===== src/rtl/ack_pkg.sv =====
package ack_pkg;
  typedef enum logic [1:0] {
    ST_IDLE   = 2'd0,
    ST_ACCEPT = 2'd1,
    ST_ACK    = 2'd2
  } ackState_t;

  typedef struct packed {
    logic captureVec;
    logic bumpR;
    logic rfshPhase;
  } dpCtl_t;
endpackage


===== src/rtl/ack_ctrl.sv =====
module ack_ctrl
  import ack_pkg::*;
#(
  parameter int TICK_W = 3
) (
  input  logic   clk,
  input  logic   rstN,
  input  logic   instrEnd,
  input  logic   intReqN,
  input  logic [1:0] intMode,
  output logic   m1N,
  output logic   iorqN,
  output logic   mreqN,
  output logic   rfshN,
  output logic   done,
  output dpCtl_t dpCtl
);
  localparam logic [TICK_W-1:0] IORQ_T    = TICK_W'(3);
  localparam logic [TICK_W-1:0] M1_LAST_T = TICK_W'(4);
  localparam logic [TICK_W-1:0] RF_LAST_T = TICK_W'(6);
  localparam logic [TICK_W-1:0] SHORT_T   = TICK_W'(6);
  localparam logic [TICK_W-1:0] LONG_T    = TICK_W'(7);

  ackState_t state;
  logic [TICK_W-1:0] tick;
  logic longCycle;
  logic iorqArm;
  logic [TICK_W-1:0] lastT;
  logic inAck, m1Phase, iorqWin, rfshPhase;

  assign lastT = longCycle ? LONG_T : SHORT_T;

  always_ff @(posedge clk) begin
    if (!rstN) begin
      state     <= ST_IDLE;
      tick      <= '0;
      longCycle <= 1'b0;
    end else begin
      case (state)
        ST_IDLE: if (instrEnd && !intReqN) begin
          state     <= ST_ACCEPT;
          longCycle <= (intMode != 2'd0);
        end
        ST_ACCEPT: begin
          state <= ST_ACK;
          tick  <= TICK_W'(1);
        end
        ST_ACK: if (tick == lastT) begin
          state <= ST_IDLE;
          tick  <= '0;
        end else begin
          tick <= tick + TICK_W'(1);
        end
        default: state <= ST_IDLE;
      endcase
    end
  end

  always_comb begin
    inAck     = (state == ST_ACK);
    m1Phase   = inAck && (tick <= M1_LAST_T);
    iorqWin   = inAck && (tick >= IORQ_T) && (tick <= M1_LAST_T);
    rfshPhase = inAck && (tick > M1_LAST_T) && (tick <= RF_LAST_T);
  end

  // IORQ is launched on the falling edge inside its window
  always_ff @(negedge clk) begin
    if (!rstN) iorqArm <= 1'b0;
    else       iorqArm <= iorqWin;
  end

  assign m1N   = ~m1Phase;
  assign iorqN = ~(iorqWin && iorqArm);
  assign rfshN = ~rfshPhase;
  assign mreqN = ~rfshPhase;
  assign done  = inAck && (tick == lastT);
  assign dpCtl.captureVec = inAck && (tick == M1_LAST_T);
  assign dpCtl.bumpR      = inAck && (tick == RF_LAST_T);
  assign dpCtl.rfshPhase  = rfshPhase;

  a_r3_iorq_inside_m1: assert property (@(posedge clk) disable iff (!rstN)
    !iorqN |-> !m1N);
  a_r5_rfsh_after_m1: assert property (@(posedge clk) disable iff (!rstN)
    !rfshN |-> m1N);
  a_r2_m1_held: assert property (@(posedge clk) disable iff (!rstN)
    $fell(m1N) |=> !m1N);
  a_r7_done_follows_rfsh: assert property (@(posedge clk) disable iff (!rstN)
    $rose(done) |-> $past(!rfshN));
  a_r8_idle_holds: assert property (@(posedge clk) disable iff (!rstN)
    (state == ST_IDLE && !(instrEnd && !intReqN)) |=> m1N);
endmodule


===== src/rtl/ack_datapath.sv =====
module ack_datapath
  import ack_pkg::*;
#(
  parameter int DATA_W = 8,
  parameter int R_W    = 7
) (
  input  logic              clk,
  input  logic              rstN,
  input  dpCtl_t            dpCtl,
  input  logic [DATA_W-1:0] dataIn,
  input  logic [DATA_W-1:0] iVal,
  output logic [DATA_W-1:0] vector,
  output logic [2*DATA_W-1:0] refreshAddr
);
  localparam int PAD_W = DATA_W - R_W;

  logic [R_W-1:0] rReg;

  always_ff @(posedge clk) begin
    if (!rstN) begin
      vector <= '0;
      rReg   <= '0;
    end else begin
      if (dpCtl.captureVec) vector <= dataIn;
      if (dpCtl.bumpR)      rReg   <= rReg + R_W'(1);
    end
  end

  assign refreshAddr = dpCtl.rfshPhase ? {iVal, {PAD_W{1'b0}}, rReg} : '0;

  a_r4_vector_held: assert property (@(posedge clk) disable iff (!rstN)
    !dpCtl.captureVec |=> $stable(vector));
  a_r6_r_moves_once: assert property (@(posedge clk) disable iff (!rstN)
    dpCtl.rfshPhase && !dpCtl.bumpR |=> $stable(rReg));
endmodule


===== src/rtl/int_ack_seq.sv =====
module int_ack_seq
  import ack_pkg::*;
(
  input  logic       clk,
  input  logic       rstN,
  input  logic       instrEnd,
  input  logic       intReqN,
  input  logic [1:0] intMode,
  input  logic [7:0] dataIn,
  input  logic [7:0] iVal,
  output logic       m1N,
  output logic       iorqN,
  output logic       mreqN,
  output logic       rfshN,
  output logic [15:0] refreshAddr,
  output logic [7:0] vector,
  output logic       done
);
  dpCtl_t dpCtl;

  ack_ctrl #(.TICK_W(3)) u_ctrl (
    .clk(clk), .rstN(rstN), .instrEnd(instrEnd), .intReqN(intReqN),
    .intMode(intMode), .m1N(m1N), .iorqN(iorqN), .mreqN(mreqN),
    .rfshN(rfshN), .done(done), .dpCtl(dpCtl)
  );

  ack_datapath #(.DATA_W(8), .R_W(7)) u_dp (
    .clk(clk), .rstN(rstN), .dpCtl(dpCtl), .dataIn(dataIn), .iVal(iVal),
    .vector(vector), .refreshAddr(refreshAddr)
  );
endmodule


===== config.mk =====
export PLATFORM = sky130hd
export DESIGN_NAME = int_ack_seq
export DESIGN_NICKNAME = d
export VERILOG_FILES = /design/src/rtl/ack_pkg.sv /design/src/rtl/ack_ctrl.sv /design/src/rtl/ack_datapath.sv /design/src/rtl/int_ack_seq.sv
export SDC_FILE = /design/constraint.sdc
export NUM_CORES = 1
export LEC_CHECK = 0
export BUFFER_PORTS_ARGS = -buffer_cell sky130_fd_sc_hd__buf_2
export CAP_MARGIN = 20
export CORE_MARGIN = 3
export CORE_UTILIZATION = 40
export DETAILED_ROUTE_END_ITERATION = 10
export PLACE_DENSITY_LB_ADDON = 0.15
export SLEW_MARGIN = 10
export SYNTH_ARGS = -nofsm -noshare
export SYNTH_HDL_FRONTEND = slang
export SYNTH_HIERARCHICAL = 1
export SYNTH_SLANG_ARGS = --single-unit
export TNS_END_PERCENT = 1

===== constraint.sdc =====
create_clock -name clk -period 2.35 [get_ports clk]
set_clock_uncertainty 0.1 [all_clocks]
set_input_delay 0.1175 -clock clk [delete_from_list [all_inputs] [get_ports clk]]
set_output_delay 0.1175 -clock clk [all_outputs]
set_load 0.005 [all_outputs]

======== Yosys cells after proc, flatten, opt, wreduce, memory -nomap -nowiden ========
Cells that the tools add are included.
W data, S select, Z words.
cells by class
  $add $sub $neg .......................... 2
  magnitude comparators ................... 4
  equal/unequal tests ..................... 7
  multiplexer cells ....................... 7
  bitwise gates (word level) .............. 3
  reductions and logical operators ........ 16
operators with widths
  kind                   count
  $mux W16               1
  $logic_and A1 B1 Y1    10
  $add A7 B1 Y7 const B  1
  $eq A3 B3 Y1 const B   2
  $le A3 B3 Y1 const B   2
  $pmux W2 S3            1
  $pmux W3 S2            1
  $mux W2                2
  $reduce_and A2 Y1      2
  $reduce_bool A2 Y1     2
  $add A3 B1 Y3 const B  1
  $eq A3 B3 Y1           1
  $ge A3 B2 Y1 const B   1
  $gt A3 B3 Y1 const B   1
  $mux W3                1
  $not A1 Y1             3
  $eq A2 B1 Y1 const B   1
  $eq A2 B2 Y1 const B   1
  $logic_not A2 Y1       1
  $ne A2 B1 Y1 const B   1
  $ne A2 B2 Y1 const B   1
  $logic_not A1 Y1       1
  $mux W1                1
word-level totals
  register bits ........................... 22
  input port bits ......................... 22

======== Longest topological paths before layout ========
Gate-level depths: netlist of the first run.
  depth in word-level cells ............... 5
  depth in mapped cells ................... 8
  depth with buffers taken out ............ 7

======== Modules after synthesis ========
Netlist of the first run, hierarchy kept.
modules (own cells, without submodules)
  module        times used  cells an instance  area each (um2)
  ack_datapath  1           73                 698.2
  ack_ctrl      1           59                 509.2

==> results, run 1 <==
- The detailed placer's ending HPWL is slightly above 2000 um.
- The TritonCTS clock tree is yes.
- In this run the deepest clock path goes through 2 buffers.
- The number of filler cells placed in the layout is around 270.
- Hold is met by roughly 0.14 ns.
- The share of async-settable or async-resettable flops after synthesis is 0.
- For this run, design rule violations remaining after detail routing come to 0.
- Summing all flip-flop and latch instances after layout gives about 440 sq um.
- During placement, the flow inserted port buffers numbering between 40 and 50.
- After clock tree synthesis, the clock-pin slew on the worst setup and hold paths is 0.14 ns.
- The final instance area is around 1700 sq um.
- The type of element launching the critical path is a flip-flop.
- The first global-routing pass estimated around 4400 um of wire.
- The global-route usage over all layers is 0.154.
- The largest fanout on the critical path is 1.
- The largest stage delay on the critical path is 0.35 ns.
- The number of inserted diodes is 0.
- The final layout contains routed wiring with a total length of 2720 um.
- The count of state elements after synthesis is 22.
- The met3 track demand over resource in global routing is 0.0191.
- The critical path is of the flip-flop to output port type.
- The synthesized net count is 162.
- The design draws 0.973 mW.
- The largest net degree at the start of global routing is 24.
- For this run, the number of standard cells in the final layout without fillers is 226.
- The mean post-synth cell area is roughly 9 sq um.
- The number of iterations in the first detailed-routing pass is 4.
- The floorplan die area is 3710 sq um.
- The initial antenna violation count is 0.
- The tree is rooted in a sky130_fd_sc_hd__clkbuf_4.
- The area of the mapped netlist is roughly 1200 sq um.
- The synthesized instance count is about 130.
- The max-cap violation count is 0.
- Summing all multi-input logic gate instances after layout gives roughly 700 sq um.
- STA puts the critical path data arrival time at 2.31 ns.
- In this run the number of H-tree levels came out at 1.
- Leaving out fill and tap cells, the most frequent cells in the layout are sky130_fd_sc_hd__buf_2 (49), sky130_fd_sc_hd__dfxtp_1 (19), sky130_fd_sc_hd__and2_1 (19).
- The power density relative to cell area is 582 nW/um^2.
- After synthesis, the cell types taking the most area are sky130_fd_sc_hd__dfxtp_1 (36%), sky130_fd_sc_hd__and2_1 (9.8%), sky130_fd_sc_hd__mux2i_1 (9.1%).
- The detailed router placed ~1100 vias in this run.
- During I/O placement, the number of pins put on the boundary was slightly above 50.
- The run finished, with violations left.
- The cell type contributing the most total cell area after synthesis is sky130_fd_sc_hd__dfxtp_1.
- The detailed-route vias per instance is between 4 and 5.
- The die is roughly 61 um tall.
- The nature of the critical path endpoint is an output port.
- The sequential cell fraction of total power is 0.429.
- The CTS buffer count is 3.
- The number of synthesized flops with an enable pin is 0.
- The row count is 19.
- The initial utilization of the core area, before any placement, comes to 0.430.
- The post-placement cell area is approximately 1500 sq um.
- The average wire per standard cell is 12.1 um.
- The worst-case IR drop observed on VDD is 0.372 mV.
- The layer with the highest usage after global routing is met2.
- The sequential cell area fraction in the yosys report is 0.365.
- The cell-internal power is approximately 0.7 mW.
- The clock net in this run drives a total of 22 sinks.
- The final reports fail on setup timing.
- The clock reaches the later pin of the worst-skew pair after about 0.31 ns.
- Summed over all cells, the static leakage comes to slightly below 0.8 nW.
- The dominant synthesized flop cell is sky130_fd_sc_hd__dfxtp_1.
- The number of nets at the end of the flow is 226.
- The share of the synthesized area in the top cell type is 0.365.
- During synthesis, Yosys emitted a total of 6 warnings.
- The switching part of the total power is 0.280.
- The share of cells above drive strength 1 is 0.349.
- The number of hold violations in the final report is 0.
- The kind of path behind the tightest hold check is input port to flip-flop.
- For met1 alone, demand over resource in global routing was 0.171.
- In this run the post-CTS setup repair buffer count came out at 0.
- Across all setup checks in the final design, the least slack found is -0.182 ns.
- Traced cell by cell, the critical path runs through or3b_4, buf_2.
- Setup repair after global routing could not meet its margin everywhere.
- The max-slew violation count is 0.
- The worst slack after detailed placement is between 0.0015 and 0.002 ns.
- The cell at the slowest stage of the critical path is sky130_fd_sc_hd__or3b_4.
- Compared with the post-synthesis result, the final layout area differs by 38.4%.
- The distinct cell type count of the synthesized netlist is 34.
- The first-iteration detailed-routing DRC count is 22.
- The relative contribution of the clock network to total power is 0.305.
- The total instance count after detailed placement is approximately 210.
- The switching power is 0.273 mW.
- The total area inside the core boundary comes to 2810 sq um.
- Setup violations remaining at the end of the flow were counted as 1.
- Leaving out fill and tap cells, the most frequent cell in the layout is sky130_fd_sc_hd__buf_2.
- Routability-driven placement finished with a final weighted congestion of approximately 0.72.
- The number of routed nets with antenna violations is 0.
- The global-route met2 utilization is 0.305.
- From left edge to right edge, the die measures between 60 and 70 um.
- Of the total power, combinational logic draws 0.266.
- The worst endpoint required time is 2.13 ns.
- After global routing the overflow that remains totals 0.
- The number of global-route vias before repair came to approximately 1100.
-- area by class of cell --
type	instances	area share
multi-input cells	94	0.419
inverters	7	0.0157
flip-flops and latches	22	0.266
clock inverters	2	0.0202
clock buffers	3	0.0135
well taps	31	0.0232
repair buffers	67	0.243
-- flip-flops by register name, summed over array words and instances (netlist names) --
signal            count
u_dp/vector           8
u_dp/rReg             7
u_ctrl/longCycle      1
u_ctrl/iorqArm        1
u_ctrl/state          2
u_ctrl/tick           3
-- path summary, 6_finish.rpt --
| kind | start | to | slack, ns | depth (start not counted) |
|---|---|---|---|---|
| max reg2reg | u_ctrl/tick[0] | u_ctrl/iorqArm | 0.01 | 4 |
| max | u_ctrl/iorqArm | iorqN | -0.18 | 2 |
| min | instrEnd | u_ctrl/state[1] | 0.14 | 4 |
| min reg2reg | u_ctrl/state[0] | u_ctrl/state[0] | 0.40 | 2 |
-- power by group through the flow --
stage          Combinational [mW]  Sequential [mW]  Clock [mW]
6_report                    0.259            0.417       0.296
5_1_grt                     0.290            0.421       0.324
4_1_cts                     0.262            0.417       0.306
3_5_place_dp                0.244            0.425     0.00533
3_3_place_gp                0.240            0.424     0.00533
2_1_floorplan               0.152            0.431     0.00533
-- stage by stage --
step / TNS (ns) / util
floorplan: 0 / -
global placement: 0 / 0.540
detailed placement: 0 / 0.540
CTS: -0.202 / 0.596
global route: -0.311 / 0.596
finish: -0.182 / 0.596
-- worst max-delay path: cells and delay by family, from the launching register on --
| family | cells | cell delay, ns |
|---|---|---|
| buffers and inverters | 1 | 0.13 |
| flip-flops | 1 | 0.31 |
| AND/OR/NAND/NOR | 1 | 0.35 |
-- cell usage after synthesis, types with 2 or more instances --
| master | instances |
|---|---|
| sky130_fd_sc_hd__buf_4 | 3 |
| sky130_fd_sc_hd__or3_1 | 2 |
| sky130_fd_sc_hd__inv_1 | 8 |
| sky130_fd_sc_hd__nor2b_1 | 9 |
| sky130_fd_sc_hd__buf_2 | 2 |
| sky130_fd_sc_hd__nand2_1 | 9 |
| sky130_fd_sc_hd__and2_1 | 19 |
| sky130_fd_sc_hd__nand4_1 | 2 |
| sky130_fd_sc_hd__mux2i_1 | 11 |
| sky130_fd_sc_hd__ha_1 | 8 |
| sky130_fd_sc_hd__a21boi_1 | 2 |
| sky130_fd_sc_hd__a21boi_0 | 2 |
| sky130_fd_sc_hd__nor2_1 | 3 |
| sky130_fd_sc_hd__o21ai_0 | 4 |
| sky130_fd_sc_hd__a211oi_1 | 2 |
| sky130_fd_sc_hd__dfxtp_1 | 22 |
| sky130_fd_sc_hd__xnor2_1 | 3 |
| sky130_fd_sc_hd__nand2b_1 | 3 |
| sky130_fd_sc_hd__clkbuf_1 | 3 |
-- cells by family (layout without fill, tap and decap cells) --
kind of cell | after synthesis | in the layout | share of synthesized area
AO/OA/AOI/OAI | 17 | 17 | 0.107
XOR/XNOR | 5 | 5 | 0.0425
adder cells (fa/ha/maj) | 8 | 8 | 0.0829
buffers and inverters | 16 | 79 | 0.0611
flip-flops | 22 | 22 | 0.365
multiplexers | 11 | 11 | 0.0912
other | 1 | 1 | 0.00311
AND/OR/NAND/NOR | 52 | 52 | 0.248
-- repair_timing --
item	4_1_cts	5_1_grt
resized for setup	2	0
endpoints found under the setup margin	1	2
hold buffers	10	0
pin swaps	0	0
hold endpoints to repair	9	0
-- layer usage --
metal	share of wire	vias up
met5	0	-
met4	0.0048	0
met3	0.048	2
met2	0.52	29
met1	0.43	501
li1	-	565
(Power assumes the default switching activity.)
==> run 2, diff against run 1 <==
- RECOVER_POWER: unset -> 50
==> run 2 against run 1 <==
Hold slack better by 0.031 ns; final cell count did not move; combinational power down 5%; sequential power barely moved; via count is 0.27% lower; clock-buffer cell count stayed put; the flow still finishes with violations (setup timing); global-route usage unchanged.
==> results, run 2 (synthesized netlist as in run 1, its figures left out) <==
- The flow ran to the end, but the final reports show violations.
- The final reports fail on setup timing.
- The maximum buffer depth of the clock tree was 2 (unchanged).
- The initial antenna violation count came to 0 (unchanged).
- The sequential cell fraction of total power was 0.435 (+0.006).
- The die span in x came to 60.9 um (unchanged).
- The cell chosen for the clock root is sky130_fd_sc_hd__clkbuf_4.
- The final setup violation count is 2 (+1).
- The total power of the final layout came to 0.959 mW (-1.4%).
- The effective utilization at floorplan is 0.430 (unchanged).
- The arrival time at the worst endpoint was 2.31 ns (about the same).
- The number of nets at the end of the flow is 226 (unchanged).
- The largest registers in the layout are u_dp/vector x8, u_dp/rReg x7, u_ctrl/tick x3.
- The clock slew at the register clock pins of the worst setup and hold paths is 0.14 ns (about the same).
- The aggregate routed wire length is 2740 um (+0.66%).
- The number of filler cells placed in the layout is 269 (+1.5%).
- The post-placement cell area came to 1520 sq um (unchanged).
- The via count is 1094 (-0.27%).
- The switching power came to 0.267 mW (-2.1%).
- The number of routed nets with antenna violations is 0 (unchanged).
- Setup repair after global routing could not meet its margin everywhere.
- The core area is 2810 sq um (unchanged).
- The worst slack after detailed placement is 0.00193 ns (unchanged).
- The relative contribution of the clock network to total power came to 0.309 (+0.004).
- The final worst setup slack came to -0.182 ns (+0.000647 ns).
- The cell-internal power was 0.692 mW (-1.2%).
- The library cell used most frequently in the layout, excluding fill and tap cells, is sky130_fd_sc_hd__buf_2.
- The combinational group share of total power is 0.255 (-0.011).
- The detailed placer's ending HPWL came to 2070 um (unchanged).
- The largest fanout on the critical path came to 1 (unchanged).
- The worst-case hold slack is 0.168 ns (+0.0308 ns).
- The max-slew violation count is 0 (unchanged).
- The floorplan die area was 3710 sq um (unchanged).
- The worst endpoint required time is 2.13 ns (about the same).
- The remaining global-route overflow came to 0 (unchanged).
- The number of global-route vias before repair is 1083 (unchanged).
- The largest register by flop count is u_dp/vector.
- The non-filler instance count after layout is 226 (unchanged).
- The maximum vdd ir drop is 0.360 mV (-3.1%).
- The die height is 60.9 um (unchanged).
- The average wire per standard cell is 12.1 um (+0.66%).
- The total instance count after detailed placement came to 212 (unchanged).
- The count of clock tree sinks is 22 (unchanged).
- The sum of negative setup slack is -0.212 ns (-0.0297 ns).
- The number of iterations in the first detailed-routing pass is 4 (unchanged).
- The share of cells above drive strength 1 was 0.297 (-0.0513).
- The area growth from synthesis to layout is 36.6%.
- The max-cap violation count is 0 (unchanged).
- The count of buffers from port buffering is 49 (unchanged).
- The TritonCTS clock tree is yes.
- The worst setup path is of the flip-flop to output port kind.
- The leakage component of the power was 0.740 nW (-5.4%).
- The row count is 19 (unchanged).
- STA classifies the critical path startpoint as a flip-flop.
- The power density relative to cell area is 581 nW/um^2 (about the same).
- The first-pass GRT wire length is 4410 um (unchanged).
- The I/O pin total was 51 (unchanged).
- In this run the worst hold path is classified as input port to flip-flop.
- The last weighted congestion value of the routability-driven placer is 0.722 (unchanged).
- The first-iteration detailed-routing DRC count is 23 (+4.5%).
- The clock latency reported for the late side of the worst-skew pair is 0.31 ns (about the same).
- The final instance area is 1650 sq um (-1.3%).
- The detailed-route vias per instance came to 4.84 (-0.27%).
- The library cells used most frequently in the layout, excluding fill and tap cells, are sky130_fd_sc_hd__buf_2 (42), sky130_fd_sc_hd__dfxtp_1 (19), sky130_fd_sc_hd__and2_1 (18).
- The CTS buffer count came to 3 (unchanged).
- The utilization after layout is 0.588 (-0.00803).
- The switching part of the total power came to 0.278 (-0.00200).
- The number of hold violations in the final report is 0 (unchanged).
- The flip-flop count of the largest register after layout came to 8 (unchanged).
- The global-route usage over all layers is 0.154 (unchanged).
- The largest net degree at the start of global routing is 24 (unchanged).
- The nature of the critical path endpoint is an output port.
- The number of remaining DRC errors is 0 (unchanged).
- The level count of the clock H-tree came to 1 (unchanged).
- The number of inserted diodes is 0 (unchanged).
run 2: cell types whose count changed in the layout (fill, tap and decap cells not counted):
cell / before / now
sky130_fd_sc_hd__clkbuf_1: 0 / 9
sky130_fd_sc_hd__buf_2: 49 / 42
sky130_fd_sc_hd__buf_4: 8 / 6
sky130_fd_sc_hd__a221oi_1: 0 / 1
sky130_fd_sc_hd__a221oi_2: 1 / 0
sky130_fd_sc_hd__and2_0: 0 / 1
sky130_fd_sc_hd__and2_1: 19 / 18
sky130_fd_sc_hd__o21ai_0: 4 / 5
sky130_fd_sc_hd__o21ai_1: 1 / 0
run 2: cell type report:
class / count / area (sq um) / share of cell area
sequential: 22 / 444 / 0.269
clock buffer: 3 / 22.5 / 0.0137
inverter: 7 / 26.3 / 0.0159
timing repair buffer: 67 / 389 / 0.236
clock inverter: 2 / 33.8 / 0.0205
multi-input combinational: 94 / 694 / 0.421
tap: 31 / 38.8 / 0.0235
run 2: power by group through the flow:
stage	combinational (mW)	sequential [mW]	clock [mW]
after floorplan	0.152	0.431	0.00533
after global placement	0.240	0.424	0.00533
after detailed placement	0.244	0.425	0.00533
after CTS	0.262	0.417	0.306
after global routing	0.277	0.421	0.324
final	0.245	0.417	0.296
run 2: critical path: stages, from the launching register on:
cell                      delay (ns)
sky130_fd_sc_hd__dfxtp_2        0.31
sky130_fd_sc_hd__or3b_4         0.35
sky130_fd_sc_hd__buf_2          0.13
run 2: metal layers:
layer,part of all wire,vias to the layer above,track usage
met5,0,-,0
met4,0.0047,0,0.0372
met3,0.047,2,0.0191
met2,0.51,29,0.305
met1,0.43,499,0.171
li1,-,564,-
run 2: path summary, 6_finish.rpt:
path,startpoint,endpoint,slack (ns),cells after the start
setup / recovery,u_ctrl/iorqArm,iorqN,-0.18,2
hold / removal,instrEnd,u_ctrl/state[1],0.17,4
setup reg to reg,u_ctrl/tick[0],u_ctrl/iorqArm,-0.03,4
hold reg to reg,u_ctrl/state[0],u_ctrl/state[0],0.40,2
run 2: repair_timing:
action                     in CTS  in global routing
setup endpoints to repair       1                  2
resized for setup               2                  0
pin swaps                       0                  0
setup buffers                   0                  0
hold endpoints to repair        9                  0
hold buffers                   10                  0
